`config.mk`:
```
export PLATFORM = sky130hd
export DESIGN_NAME = dram_addr_ctrl
export DESIGN_NICKNAME = d
export VERILOG_FILES = /design/src/rtl/dram_ctrl_pkg.sv /design/src/rtl/dram_refresh_sched.sv /design/src/rtl/dram_seq_fsm.sv /design/src/rtl/dram_addr_mux.sv /design/src/rtl/dram_addr_ctrl.sv
export SDC_FILE = /design/constraint.sdc
export NUM_CORES = 1
export LEC_CHECK = 0
export ABC_AREA = 1
export BUFFER_PORTS_ARGS = -buffer_cell sky130_fd_sc_hd__buf_2
export CELL_PAD_IN_SITES_DETAIL_PLACEMENT = 1
export CELL_PAD_IN_SITES_GLOBAL_PLACEMENT = 1
export CORE_MARGIN = 1.5
export CORE_UTILIZATION = 42
export CTS_CLUSTER_SIZE = 16
export DETAILED_ROUTE_END_ITERATION = 10
export PLACE_DENSITY_LB_ADDON = 0.05
export SLEW_MARGIN = 20
export SYNTH_ARGS = -nofsm -noshare
export SYNTH_HDL_FRONTEND = slang
export SYNTH_SLANG_ARGS = --single-unit
export TNS_END_PERCENT = 30
```
`constraint.sdc`:
```
create_clock -name clk_i -period 2.1 [get_ports clk_i]
set_input_delay 0.21 -clock clk_i [delete_from_list [all_inputs] [get_ports clk_i]]
set_output_delay 0.21 -clock clk_i [all_outputs]
set_load 0.01 [all_outputs]
```
`src/rtl/dram_ctrl_pkg.sv`:
```
package dram_ctrl_pkg;
  typedef enum logic [2:0] {
    ST_IDLE,
    ST_ROW,
    ST_COL,
    ST_CAS,
    ST_REF,
    ST_PRE
  } seq_state_e;

  typedef enum logic [1:0] {
    MUX_ROW,
    MUX_COL,
    MUX_REF
  } mux_sel_e;
endpackage

```
`src/rtl/dram_refresh_sched.sv`:
```
module dram_refresh_sched #(
  parameter int ROW_W   = 8,
  parameter int REF_INT = 976
) (
  input  logic             clk_i,
  input  logic             rst_ni,
  input  logic             grant_i,
  input  logic             row_adv_i,
  output logic             pend_o,
  output logic [ROW_W-1:0] row_o
);
  localparam int TW = $clog2(REF_INT + 1);

  logic [TW-1:0] tick_q;
  logic          tick;

  assign tick = (tick_q == '0);

  always_ff @(posedge clk_i or negedge rst_ni) begin
    if (!rst_ni) tick_q <= TW'(REF_INT - 1);
    else if (tick) tick_q <= TW'(REF_INT - 1);
    else tick_q <= tick_q - 1'b1;
  end

  // a new tick wins over a grant in the same cycle
  always_ff @(posedge clk_i or negedge rst_ni) begin
    if (!rst_ni) pend_o <= 1'b0;
    else if (tick) pend_o <= 1'b1;
    else if (grant_i) pend_o <= 1'b0;
  end

  // row advances when its refresh completes, so the mux sees the current row
  always_ff @(posedge clk_i or negedge rst_ni) begin
    if (!rst_ni) row_o <= '0;
    else if (row_adv_i) row_o <= row_o + 1'b1;
  end
endmodule

```
`src/rtl/dram_seq_fsm.sv`:
```
module dram_seq_fsm
  import dram_ctrl_pkg::*;
#(
  parameter int T_RAH   = 1,
  parameter int CAS_CYC = 9,
  parameter int T_RP    = 2
) (
  input  logic     clk_i,
  input  logic     rst_ni,
  input  logic     ref_pend_i,
  input  logic     host_pend_i,
  input  logic     host_wr_i,
  output logic     ref_grant_o,
  output logic     host_grant_o,
  output logic     row_adv_o,
  output logic     xfer_end_o,
  output logic     is_wr_o,
  output logic     ras_n_o,
  output logic     cas_n_o,
  output logic     we_n_o,
  output logic     dq_oe_o,
  output mux_sel_e mux_sel_o
);
  localparam int REF_RAS = T_RAH + 1 + CAS_CYC;
  localparam int MAXC    = (REF_RAS > T_RP) ? REF_RAS : T_RP;
  localparam int CW      = $clog2(MAXC + 1);

  seq_state_e    state_q, state_d;
  logic [CW-1:0] cnt_q, cnt_d;
  logic          wr_q, wr_d;

  always_comb begin
    state_d      = state_q;
    cnt_d        = cnt_q;
    wr_d         = wr_q;
    ref_grant_o  = 1'b0;
    host_grant_o = 1'b0;
    unique case (state_q)
      ST_IDLE: begin
        if (ref_pend_i) begin
          state_d     = ST_REF;
          cnt_d       = CW'(REF_RAS - 1);
          ref_grant_o = 1'b1;
        end else if (host_pend_i) begin
          state_d      = ST_ROW;
          cnt_d        = CW'(T_RAH - 1);
          wr_d         = host_wr_i;
          host_grant_o = 1'b1;
        end
      end
      ST_ROW: begin
        if (cnt_q == '0) state_d = ST_COL;
        else cnt_d = cnt_q - 1'b1;
      end
      ST_COL: begin
        state_d = ST_CAS;
        cnt_d   = CW'(CAS_CYC - 1);
      end
      ST_CAS, ST_REF: begin
        if (cnt_q == '0) begin
          state_d = ST_PRE;
          cnt_d   = CW'(T_RP - 1);
        end else cnt_d = cnt_q - 1'b1;
      end
      ST_PRE: begin
        if (cnt_q == '0) state_d = ST_IDLE;
        else cnt_d = cnt_q - 1'b1;
      end
      default: state_d = ST_PRE;
    endcase
  end

  // reset lands in precharge so the first RAS also honours T_RP
  always_ff @(posedge clk_i or negedge rst_ni) begin
    if (!rst_ni) begin
      state_q <= ST_PRE;
      cnt_q   <= CW'(T_RP - 1);
      wr_q    <= 1'b0;
    end else begin
      state_q <= state_d;
      cnt_q   <= cnt_d;
      wr_q    <= wr_d;
    end
  end

  logic in_col_phase;
  assign in_col_phase = (state_q == ST_COL) || (state_q == ST_CAS);

  assign ras_n_o    = !((state_q == ST_ROW) || in_col_phase || (state_q == ST_REF));
  assign cas_n_o    = !(state_q == ST_CAS);
  assign we_n_o     = !(wr_q && in_col_phase);
  assign dq_oe_o    = wr_q && in_col_phase;
  assign xfer_end_o = (state_q == ST_CAS) && (cnt_q == '0);
  assign row_adv_o  = (state_q == ST_REF) && (cnt_q == '0);
  assign is_wr_o    = wr_q;

  always_comb begin
    if (state_q == ST_REF) mux_sel_o = MUX_REF;
    else if (in_col_phase) mux_sel_o = MUX_COL;
    else mux_sel_o = MUX_ROW;
  end
endmodule

```
`src/rtl/dram_addr_mux.sv`:
```
module dram_addr_mux
  import dram_ctrl_pkg::*;
#(
  parameter int MUX_W = 8
) (
  input  mux_sel_e           sel_i,
  input  logic [2*MUX_W-1:0] host_addr_i,
  input  logic [MUX_W-1:0]   ref_row_i,
  output logic [MUX_W-1:0]   mux_o
);
  // low half is the row, high half the column
  always_comb begin
    unique case (sel_i)
      MUX_COL: mux_o = host_addr_i[2*MUX_W-1:MUX_W];
      MUX_REF: mux_o = ref_row_i;
      default: mux_o = host_addr_i[MUX_W-1:0];
    endcase
  end
endmodule

```
`src/rtl/dram_addr_ctrl.sv`:
```
module dram_addr_ctrl
  import dram_ctrl_pkg::*;
#(
  parameter int ADDR_W   = 16,
  parameter int DATA_W   = 8,
  parameter int CLK_PS   = 8000,
  parameter int T_ACC_PS = 70000,
  parameter int RET_CYC  = 250000,
  parameter int T_RAH    = 1,
  parameter int T_RP     = 2
) (
  input  logic              clk_i,
  input  logic              rst_ni,
  input  logic              req_i,
  input  logic              wr_i,
  input  logic [ADDR_W-1:0] addr_i,
  input  logic [DATA_W-1:0] wdata_i,
  output logic [DATA_W-1:0] rdata_o,
  output logic              done_o,
  output logic [ADDR_W/2-1:0] dram_addr_o,
  output logic              dram_ras_no,
  output logic              dram_cas_no,
  output logic              dram_we_no,
  output logic [DATA_W-1:0] dram_dq_o,
  output logic              dram_dq_oe_o,
  input  logic [DATA_W-1:0] dram_dq_i
);
  localparam int MUX_W    = ADDR_W / 2;
  localparam int NUM_ROWS = 1 << MUX_W;
  localparam int REF_INT  = RET_CYC / NUM_ROWS;
  localparam int CAS_CYC  = (T_ACC_PS + CLK_PS - 1) / CLK_PS;

  logic              pend_q, pw_q;
  logic [ADDR_W-1:0] pa_q, cur_a_q;
  logic [DATA_W-1:0] pd_q, cur_d_q;
  logic              done_q;
  logic [DATA_W-1:0] rdata_q;

  logic             ref_pend, ref_grant, host_grant, row_adv, xfer_end, is_wr;
  logic [MUX_W-1:0] ref_row;
  mux_sel_e         mux_sel;

  // one-deep holding slot; refilling in the grant cycle is allowed
  always_ff @(posedge clk_i or negedge rst_ni) begin
    if (!rst_ni) begin
      pend_q  <= 1'b0;
      pw_q    <= 1'b0;
      pa_q    <= '0;
      pd_q    <= '0;
      cur_a_q <= '0;
      cur_d_q <= '0;
    end else begin
      if (host_grant) begin
        cur_a_q <= pa_q;
        cur_d_q <= pd_q;
      end
      if (req_i && (!pend_q || host_grant)) begin
        pend_q <= 1'b1;
        pw_q   <= wr_i;
        pa_q   <= addr_i;
        pd_q   <= wdata_i;
      end else if (host_grant) begin
        pend_q <= 1'b0;
      end
    end
  end

  always_ff @(posedge clk_i or negedge rst_ni) begin
    if (!rst_ni) begin
      done_q  <= 1'b0;
      rdata_q <= '0;
    end else begin
      done_q <= xfer_end;
      if (xfer_end && !is_wr) rdata_q <= dram_dq_i;
    end
  end

  dram_refresh_sched #(
    .ROW_W  (MUX_W),
    .REF_INT(REF_INT)
  ) u_sched (
    .clk_i    (clk_i),
    .rst_ni   (rst_ni),
    .grant_i  (ref_grant),
    .row_adv_i(row_adv),
    .pend_o   (ref_pend),
    .row_o    (ref_row)
  );

  dram_seq_fsm #(
    .T_RAH  (T_RAH),
    .CAS_CYC(CAS_CYC),
    .T_RP   (T_RP)
  ) u_seq (
    .clk_i       (clk_i),
    .rst_ni      (rst_ni),
    .ref_pend_i  (ref_pend),
    .host_pend_i (pend_q),
    .host_wr_i   (pw_q),
    .ref_grant_o (ref_grant),
    .host_grant_o(host_grant),
    .row_adv_o   (row_adv),
    .xfer_end_o  (xfer_end),
    .is_wr_o     (is_wr),
    .ras_n_o     (dram_ras_no),
    .cas_n_o     (dram_cas_no),
    .we_n_o      (dram_we_no),
    .dq_oe_o     (dram_dq_oe_o),
    .mux_sel_o   (mux_sel)
  );

  dram_addr_mux #(
    .MUX_W(MUX_W)
  ) u_mux (
    .sel_i      (mux_sel),
    .host_addr_i(cur_a_q),
    .ref_row_i  (ref_row),
    .mux_o      (dram_addr_o)
  );

  assign dram_dq_o = cur_d_q;
  assign done_o    = done_q;
  assign rdata_o   = rdata_q;
endmodule

```
==> metrics.txt <==
Hold Path Stages 3; CP endpoint kind primary output; final hold viol count 0; Final Power ~6100 µW; Starting Density 0.430; worst vdd ir 0.440 mV; Critical Path AT approximately 1.7 ns; Lkg Pwr 0.00241 µW; post-synthesis cell type count 30; Worst-Margin Slew 0.502 ns; Routed Antenna Nets 0; synth warn 0; Final GP Congestion around 0.76; die height 99.7 µm; Crit path top cell by count inv_2; Req. time, crit path between 1.5 and 2 ns; hold_sp addr_i[11]; row cnt 35; status completed; root buf cell clkbuf_8; number of global-route vias before repair between 3k and 4k; Die ar. 9950 µm²; Layout Skew 0.0123 ns; Syn Inst Count 470; sequential area share after synthesis 0.551; worst reg2reg path endpoint u_seq.state_q[0]$_DFFE_PN1P_; worst-skew pair later-pin latency 0.36 ns; Layout area overhead 16.1%; CTS tree built; syn avg cell area roughly 8.4 µm²; FF+latch count, synth 86; total track usage 0.198; area of the mapped netlist 3930 µm²; CORE AREA ~9200 µm²; Setup-failing EPs final 0; Worst R2R Path Depth 7; starting DRC count in detailed routing 58; Power Dens Cells ~1300 nW/µm²; clock transition at the registers of the reported paths 0.10 ns; Slew Viols, Final 0; Die W 99.7 µm; Pre-antenna DRT Iters 4; Tmin final between 1.5 and 2 ns; detailed-route wire length per cell approximately 14 µm; vias 3149; port bufs 64; drt drc 0; crit-path cells inv_2 > nand3_4 > inv_2 > nor2_4 > nand2_1 > o211ai_1 > buf_2; path type of the worst setup path register to primary output; largest net degree at the start of global routing 51; max cap viols 0; setup bufs post-CTS 0; initial antenna violation count 0; Antenna Cells 0; WL final just over 9 mm; DP HPWL roughly 6.6 mm; CP peak stage delay 0.55 ns; Mapped Nets 509; Fmax 0.519 GHz; CP Launch Type register; io pins between 60 and 70; slowest CP cell dfstp_2; R2R Setup Slk 0.33 ns; H-tree levels 3; Inserted Clock Buffers 9; grt total ovfl 0; Final nets 575; Rel. slew slack 0.665; setup TNS 0 ns; fin crit share 0.917; layout cells sized above 1 0.211; first-pass GRT wire length 15.6 mm; Max Root-Sink Buffers 2; Hold Crit Endpoint pa_q[11]$_DFFE_PN0P_; RSZ-0062 raised after global routing false; routed vias/inst 4.83; Max Fanout on Critical Path 8; final hold slack 0.0757 ns; Hold WC Path Type input pin to register; Reg2Reg Launch Point u_seq.cnt_q[0]$_DFFE_PN1P_; clk sinks 86
==> logic make-up after synthesis <==
family / share of synthesized area
buffers and inverters: 0.0748
adders and majority gates: 0.00955
AOI/OAI and AO/OA: 0.0621
and+or+nand+nor: 0.285
xor gates and xnor gates: 0.0178
DFF: 0.551
==> final cells by class <==
class                           count  area (µm²)
Fill cell                        1141        4590
Sequential cell                    86        2170
Multi-Input combinational cell    316        1500
Timing Repair Buffer               68         368
Inverter                           55         208
Tap cell                          111         139
Clock buffer                       10         138
Clock inverter                      6        46.3
==> cells in the mapped netlist (all sizes together) <==
cell	instances	share of area
o211ai	5	0.0095
a21oi	4	0.0051
nand4	2	0.0032
clkbuf	8	0.0076
clkinv	2	0.0022
nand2	169	0.17
nor3	1	0.0013
or2	2	0.0032
xnor2	4	0.0089
nand3	55	0.074
ha	3	0.0095
xor2	4	0.0089
buf	6	0.014
nand3b	1	0.0019
dfrtp	75	0.48
inv	53	0.051
a31oi	1	0.0016
dfstp	11	0.074
nor2	28	0.034
o21ai	36	0.046
==> state kept, by name (all words and copies together), names as in the netlist <==
signal and flops:
rdata_o 8, dram_dq_o 8, pw_q 1, pd_q 8, pa_q 16, u_seq.is_wr_o 1
cur_a_q 16, u_seq.cnt_q 4, u_sched.tick_q 10, done_o 1, u_seq.state_q 3, u_sched.row_o 8
pend_q 1, u_sched.pend_o 1
==> routing by layer <==
| layer | GRT usage | vias to the layer above | share of wire |
|---|---|---|---|
| met5 | 0 | - | 0 |
| met4 | 0.0574 | 0 | 0.016 |
| met3 | 0.0351 | 11 | 0.025 |
| met2 | 0.329 | 41 | 0.48 |
| met1 | 0.268 | 1488 | 0.48 |
| li1 | - | 1609 | - |
==> worst max-delay path by stage <==
| stage | to | depth (start not counted) | start |
|---|---|---|---|
| finish | dram_addr_o[0] | 7 | u_seq.state_q[0]$_DFFE_PN1P_ |
| global route | dram_addr_o[4] | 7 | u_seq.state_q[0]$_DFFE_PN1P_ |
| CTS | dram_addr_o[0] | 7 | u_seq.state_q[1]$_DFFE_PN0P_ |
| detailed placement | dram_addr_o[0] | 7 | u_seq.state_q[1]$_DFFE_PN0P_ |
| global placement | dram_addr_o[2] | 7 | u_seq.state_q[0]$_DFFE_PN1P_ |
| floorplan | u_seq.cnt_q[1]$_DFFE_PN0P_ | 6 | u_seq.cnt_q[0]$_DFFE_PN1P_ |
==> layout by cell type, fill, tap and decap left out, types with 2 or more instances in the layout <==
cell,synthesis,routed
dfrtp_1,75,74
nand2_2,3,3
clkbuf_8,0,10
nor2_1,23,23
clkinvlp_4,0,2
xnor2_1,4,4
inv_1,51,50
nand2_1,164,164
inv_2,2,3
clkinv_4,0,2
o21ai_0,35,35
nand3_1,53,53
nand2_4,2,2
ha_1,3,3
a21oi_1,4,4
clkinv_2,1,2
nand3_4,1,2
nor2_4,3,6
buf_4,3,3
or2_2,2,2
buf_2,0,63
o211ai_1,5,5
nand4_1,2,2
xor2_1,4,4
dfstp_2,11,11
==> worst max-delay path: cells and delay by family (launching register included) <==
family,cells,cell delay [ns]
AOI/OAI and AO/OA,1,0.08
buffers and inverters,3,0.34
DFF,1,0.55
and+or+nand+nor,3,0.41
==> per-stage QoR <==
step | area [µm²] | setup slack [ns] | instances | util
finish | 4570 | 0.173 | 652 | 0.499
global route | 4570 | 0.0410 | 652 | 0.499
CTS | 4550 | 0.00694 | 651 | 0.497
detailed placement | 4340 | 0.313 | 634 | 0.474
global placement | 4340 | 0.392 | 634 | 0.474
floorplan | 3930 | 0.595 | 470 | -
==> report_power, final <==
part           total (µW)  switching, µW  internal (µW)
Combinational        2350           1520            834
Sequential           2700            403           2300
Clock                1090            622            468
==> repair_timing <==
| item | in CTS | in global routing |
|---|---|---|
| endpoints found under the setup margin | 9 | 9 |
| endpoints found under the hold margin | 25 | 0 |
| hold buffers | 1 | 0 |
| gates resized for setup | 2 | 4 |
| gates cloned | 0 | 1 |
| pin swaps | 0 | 1 |
Note: power is estimated with default switching activity, not from simulation.
